**config.mk**
```make
export PLATFORM = sky130hd
export DESIGN_NAME = kick_supervisor
export DESIGN_NICKNAME = d
export VERILOG_FILES = /design/src/rtl/ksup_pkg.sv /design/src/rtl/ksup_sync.sv /design/src/rtl/ksup_monitor.sv /design/src/rtl/ksup_sequencer.sv /design/src/rtl/kick_supervisor.sv
export SDC_FILE = /design/constraint.sdc
export NUM_CORES = 1
export LEC_CHECK = 0
export BUFFER_PORTS_ARGS = -buffer_cell sky130_fd_sc_hd__buf_4
export CORE_MARGIN = 2
export CORE_UTILIZATION = 40
export DETAILED_ROUTE_END_ITERATION = 10
export PLACE_DENSITY_LB_ADDON = 0.25
export RECOVER_POWER = 100
export SLEW_MARGIN = 15
export SYNTH_ARGS = -nofsm -noshare
export SYNTH_HDL_FRONTEND = slang
export SYNTH_SLANG_ARGS = --single-unit
```
**constraint.sdc**
```tcl
create_clock -name clk -period 2.3 [get_ports clk]
set_input_delay 0.23 -clock clk [delete_from_list [all_inputs] [get_ports clk]]
set_output_delay 0.23 -clock clk [all_outputs]
set_load 0.03 [all_outputs]
```
**src/rtl/ksup_pkg.sv**
```systemverilog
package ksup_pkg;

  typedef enum logic [1:0] {
    ST_GRACE   = 2'd0,
    ST_RUN     = 2'd1,
    ST_PWR_OFF = 2'd2
  } sup_state_e;

  typedef enum logic [1:0] {
    CAUSE_NONE  = 2'b00,
    CAUSE_WIDTH = 2'b01,
    CAUSE_EARLY = 2'b10,
    CAUSE_LATE  = 2'b11
  } fault_cause_e;

endpackage

```
**src/rtl/ksup_sync.sv**
```systemverilog
module ksup_sync #(
  parameter int unsigned STAGES = 2
) (
  input  logic clk,
  input  logic rst_n,
  input  logic async_in,
  output logic sync_out
);
  logic [STAGES-1:0] chain_q;

  generate
    if (STAGES == 1) begin : g_single
      always_ff @(posedge clk or negedge rst_n) begin
        if (!rst_n) chain_q <= '0;
        else        chain_q <= async_in;
      end
    end else begin : g_multi
      always_ff @(posedge clk or negedge rst_n) begin
        if (!rst_n) chain_q <= '0;
        else        chain_q <= {chain_q[STAGES-2:0], async_in};
      end
    end
  endgenerate

  assign sync_out = chain_q[STAGES-1];
endmodule

```
**src/rtl/ksup_monitor.sv**
```systemverilog
module ksup_monitor
  import ksup_pkg::*;
#(
  parameter int unsigned W_MIN = 4,
  parameter int unsigned W_MAX = 64,
  parameter int unsigned S_MIN = 256,
  parameter int unsigned S_MAX = 4096
) (
  input  logic         clk,
  input  logic         rst_n,
  input  logic         enable,
  input  logic         level,
  output logic         fault,
  output fault_cause_e cause
);
  localparam int unsigned TOP = (S_MAX > W_MAX) ? S_MAX : W_MAX;
  localparam int unsigned CW  = $clog2(TOP + 2);
  localparam logic [CW-1:0] W_MIN_C = CW'(W_MIN);
  localparam logic [CW-1:0] W_MAX_C = CW'(W_MAX);
  localparam logic [CW-1:0] S_MIN_C = CW'(S_MIN);
  localparam logic [CW-1:0] S_MAX_C = CW'(S_MAX);
  localparam logic [CW-1:0] ONE_C   = CW'(1);

  logic          prev_q;
  logic [CW-1:0] run_q, run_d;
  logic          rise, fall;

  assign rise = level & ~prev_q;
  assign fall = ~level & prev_q;

  // run_q counts consecutive samples at the current level
  always_comb begin
    fault = 1'b0;
    cause = CAUSE_NONE;
    run_d = run_q;
    if (!enable) begin
      run_d = '0;
    end else if (rise) begin
      run_d = ONE_C;
      if (run_q < S_MIN_C) begin
        fault = 1'b1;
        cause = CAUSE_EARLY;
      end
    end else if (fall) begin
      run_d = ONE_C;
      if (run_q < W_MIN_C) begin
        fault = 1'b1;
        cause = CAUSE_WIDTH;
      end
    end else if (level && run_q >= W_MAX_C) begin
      fault = 1'b1;
      cause = CAUSE_WIDTH;
    end else if (!level && run_q >= S_MAX_C) begin
      fault = 1'b1;
      cause = CAUSE_LATE;
    end else begin
      run_d = run_q + ONE_C;
    end
  end

  always_ff @(posedge clk or negedge rst_n) begin
    if (!rst_n) begin
      prev_q <= 1'b0;
      run_q  <= '0;
    end else begin
      prev_q <= level;
      run_q  <= run_d;
    end
  end
endmodule

```
**src/rtl/ksup_sequencer.sv**
```systemverilog
module ksup_sequencer
  import ksup_pkg::*;
#(
  parameter int unsigned HOLD_TICKS = 1024,
  parameter int unsigned OFF_TICKS  = 32768
) (
  input  logic         clk,
  input  logic         rst_n,
  input  logic         fault,
  input  fault_cause_e cause,
  input  logic         mode_pwr,
  output logic         running,
  output logic         rst_out,
  output logic         pwr_en,
  output logic [1:0]   fault_cause
);
  localparam int unsigned LONGEST = (OFF_TICKS > HOLD_TICKS) ? OFF_TICKS : HOLD_TICKS;
  localparam int unsigned TW      = $clog2(LONGEST + 1);
  localparam logic [TW-1:0] HOLD_M1 = TW'(HOLD_TICKS - 1);
  localparam logic [TW-1:0] OFF_M1  = TW'(OFF_TICKS - 1);

  sup_state_e    state_q;
  logic [TW-1:0] tmr_q;
  fault_cause_e  cause_q;

  always_ff @(posedge clk or negedge rst_n) begin
    if (!rst_n) begin
      state_q <= ST_GRACE;
      tmr_q   <= HOLD_M1;
      cause_q <= CAUSE_NONE;
    end else begin
      case (state_q)
        ST_GRACE: begin
          if (tmr_q == '0) state_q <= ST_RUN;
          else             tmr_q   <= tmr_q - 1'b1;
        end
        ST_RUN: begin
          if (fault) begin
            cause_q <= cause;
            if (mode_pwr) begin
              state_q <= ST_PWR_OFF;
              tmr_q   <= OFF_M1;
            end else begin
              state_q <= ST_GRACE;
              tmr_q   <= HOLD_M1;
            end
          end
        end
        ST_PWR_OFF: begin
          if (tmr_q == '0) begin
            state_q <= ST_GRACE;
            tmr_q   <= HOLD_M1;
          end else begin
            tmr_q <= tmr_q - 1'b1;
          end
        end
        default: begin
          state_q <= ST_GRACE;
          tmr_q   <= HOLD_M1;
        end
      endcase
    end
  end

  assign running     = (state_q == ST_RUN);
  assign rst_out     = (state_q != ST_RUN);
  assign pwr_en      = (state_q != ST_PWR_OFF);
  assign fault_cause = cause_q;
endmodule

```
**src/rtl/kick_supervisor.sv**
```systemverilog
module kick_supervisor
  import ksup_pkg::*;
#(
  parameter int unsigned W_MIN      = 4,
  parameter int unsigned W_MAX      = 64,
  parameter int unsigned S_MIN      = 256,
  parameter int unsigned S_MAX      = 4096,
  parameter int unsigned HOLD_TICKS = 1024,
  parameter int unsigned OFF_TICKS  = 32768,
  parameter int unsigned SYNC_STAGES = 2
) (
  input  logic       clk,
  input  logic       rst_n,
  input  logic       kick_in,
  input  logic       mode_pwr,
  output logic       rst_out,
  output logic       pwr_en,
  output logic [1:0] fault_cause
);
  logic         kick_lvl;
  logic         running;
  logic         mon_fault;
  fault_cause_e mon_cause;

  ksup_sync #(.STAGES(SYNC_STAGES)) u_sync (
    .clk      (clk),
    .rst_n    (rst_n),
    .async_in (kick_in),
    .sync_out (kick_lvl)
  );

  ksup_monitor #(
    .W_MIN (W_MIN),
    .W_MAX (W_MAX),
    .S_MIN (S_MIN),
    .S_MAX (S_MAX)
  ) u_mon (
    .clk    (clk),
    .rst_n  (rst_n),
    .enable (running),
    .level  (kick_lvl),
    .fault  (mon_fault),
    .cause  (mon_cause)
  );

  ksup_sequencer #(
    .HOLD_TICKS (HOLD_TICKS),
    .OFF_TICKS  (OFF_TICKS)
  ) u_seq (
    .clk         (clk),
    .rst_n       (rst_n),
    .fault       (mon_fault),
    .cause       (mon_cause),
    .mode_pwr    (mode_pwr),
    .running     (running),
    .rst_out     (rst_out),
    .pwr_en      (pwr_en),
    .fault_cause (fault_cause)
  );
endmodule

```
==> results.cfg <==
[synthesis]
avgSynthCellArea_um2 = 9.43
synth_edf_count = 0
async_flop_share = 1.00
synth.most_common_cell = dfrtp_1
yosysUniqueCellTypes = 54
syn-cell-area_um2 = 2030
post-synth-top-area-fraction = 0.321
netlist_top_cells_area = dfrtp_1 (32%), dfstp_2 (13%), xor2_1 (4.3%), nor2_1 (4.3%), a21oi_1 (3.0%)
seq_area_frac_synth = 0.451
syn_inst = 215
synth_nets = 221
yosysTopAreaCell = dfrtp_1
synth_warnings = 0
synthFlopType = dfrtp_1
synth_commonest_cells = dfrtp_1 (26), nor2_1 (23), nand2_1 (16)
synth_seq_cells = 36

[timing]
tightest_slew_ps = 887
hold_viol = 0
setup_violations = 0
finalWorstSetupSlack_ps = 64.3
slew_headroom = 0.409
drv_slew = 0
max_freq_ghz = 0.447
setup_tns_ps = 0
min_period_over_period = 0.972
fin_skew_ps = 9.91
fin_crit_ps = 2240

[setup_path]
crit_path_start = u_seq.tmr_q[0]
reg2reg_depth = 9
worstSetupPathType = reg2reg
crit_path_top_delay_cell = or4b_4
worstReg2RegStart = u_seq.tmr_q[0]
critPathMaxFanout = 5
cpPeakStageDelay_ps = 470
crit_end = u_seq.tmr_q[11]
r2r-end = u_seq.tmr_q[11]
end_kind = flop
rrSetupSlack_ps = 60
startpoint_type = flop
worst_ep_required_time_ps = 2470
arrival_ps = 2410
crit_chain = inv_2 > ha_4 > or4b_4 > nor4b_4 > buf_4 > nand2_2 > nor2_4 > o22ai_2 > a32o_2

[clock_network]
clock-sinks = 36
cts_tree = built
cts_max_level = 2
cts_root_buffer = clkbuf_8
clk_pin_slew_ps = 70
numCtsBuffers = 5
clock_path_buffers = 2
clkLatencyLatePin_ps = 290

[global_route]
grtUsageMet2 = 0.244
use_met3 = 0.0442
top_usage_layer = met2
grt-ovfl-total = 0
grtUsageTotal = 0.164
grt_pass1_vias = 1503
grt_use_met1 = 0.228
grt_pass1_wl_um = 7000
grt_max_degree = 37
antenna_found_initial = 0

[final_layout]
nNetsFinal = 238
syn_to_final_growth_pct = 16.0
postLayoutCellArea_um2 = 2350
num_antenna_cells = 0
drive_gt1_frac = 0.220
fillers = 483

[routing]
drt_first_pass_iters = 4
viasPerCell = 5.50
routed_wl_um = 4270
drtIter0Drc = 112
wl_per_cell_um = 14.3
ant_nets = 0
num_vias = 1644
drc = 0

[floorplanning]
fp-row-count = 25
fp.dieH_um = 75.2
initial_core_util = 0.421
pin_count = 8
die_width_um = 75.2
die_area_um2 = 5650
design.core.area_um2 = 4820

[power_and_ir_drop]
p_int_uw = 913
p_per_area_nw_per_um2 = 490
pwr-share-seq = 0.556
irDropWorstVdd_uv = 234
netSwitchingFraction = 0.207
clkPwrFrac = 0.420
leakage_nw = 0.981
p_sw_uw = 239
power_frac_comb = 0.024
p_total_mw = 1.15

[placement]
port_buffers = 7
place_area_um2 = 2190
hpwl_um = 2930
pre_cts_ws_ps = 39.6
gp_congestion = 0.832

[outcome]
status = completed

[flow_run]
max_cap_violations = 0

[worst_hold_path]
min_path_type = in2reg
-- metrics by stage --
step / hold slack (ps) / std cells / utilization
finish: 79.0 / 299 / 0.488
global route: 61.5 / 299 / 0.488
CTS: 43.3 / 297 / 0.477
detailed placement: 218 / 289 / 0.455
global placement: 226 / 289 / 0.455
floorplan: -65.6 / 215 / -
-- layout make-up --
cell class                      count  area (µm²)  share of cell area
Clock buffer                        7        96.3              0.0410
Multi-Input combinational cell    160        1090               0.465
Tap cell                           67        83.8              0.0357
Inverter                           11        41.3              0.0176
Sequential cell                    36         913               0.389
Timing Repair Buffer               18         124              0.0527
-- layout by cell type (no fill, tap or decap), types with 2 or more instances in the layout --
master,synthesis,final
nand3_1,10,10
xor2_1,10,10
o2bb2ai_1,2,2
a31oi_1,6,6
dfrtp_1,26,26
dfstp_2,10,10
and2_1,3,3
a22o_1,4,4
nor2_1,23,22
nor3b_1,2,2
inv_1,10,9
o21ai_0,4,4
nor4_1,3,2
and3_1,7,6
o31ai_1,3,2
clkbuf_4,0,2
o211a_1,2,2
nand2_1,16,15
buf_4,0,11
a22oi_1,2,2
inv_2,1,2
xnor2_1,3,3
nor2b_1,3,3
a21oi_1,12,12
mux2i_1,3,3
nor3_1,6,6
clkbuf_1,5,3
a2bb2oi_1,3,3
clkbuf_8,0,7
nand4_1,6,6
-- state kept, by name, indices dropped and copies added (netlist names) --
register	flops
u_mon.prev_q	1
u_mon.run_q	13
u_seq.fault_cause	2
u_seq.state_q	2
u_seq.tmr_q	16
u_sync.chain_q	2
-- worst min-delay path by stage --
stage / start / end / cells after the start / slack (ps)
after floorplan: rst_n / u_mon.prev_q / 0 / -70
after global placement: rst_n / u_sync.chain_q[0] / 1 / 230
after detailed placement: rst_n / u_seq.tmr_q[11] / 1 / 220
after CTS: kick_in / u_sync.chain_q[0] / 1 / 40
final: kick_in / u_sync.chain_q[0] / 1 / 80
after global routing: kick_in / u_sync.chain_q[0] / 1 / 60
-- critical path, delay by kind of cell, from the launching register on --
kind / cells / cell delay [ps]
and+or+nand+nor: 4 / 990
AOI/OAI and AO/OA: 2 / 330
DFF: 1 / 380
buffers and inverters: 2 / 280
adders and majority gates: 1 / 130
-- power by group through the flow --
stage                     Combinational (mW)  Clock [mW]  Sequential, mW
after CTS                             0.0305       0.507           0.640
after floorplan                       0.0128           0           0.649
after global placement                0.0297           0           0.652
final                                 0.0282       0.483           0.641
after detailed placement              0.0290           0           0.652
after global routing                  0.0330       0.536           0.641
-- repair_timing --
action,CTS,global route
resized for setup,0,15
hold buffers,1,0
buffers inserted,0,2
endpoints found under the hold margin,26,0
setup endpoints to repair,0,11
-- logic make-up after synthesis --
kind of cell	synth area share
flip-flops	0.451
multiplexers	0.0204
buffers and inverters	0.0364
AND/OR/NAND/NOR	0.251
XOR/XNOR	0.0562
adder cells (fa/ha/maj)	0.0123
AO/OA/AOI/OAI	0.173
-- metal layers --
layer / wire length (µm) / vias to the layer above
met4: 43 / 0
met5: 0 / -
met3: 185 / 6
met1: 2110 / 787
li1: - / 811
met2: 1930 / 40
No activity file was read; power rests on OpenSTA's default activity.
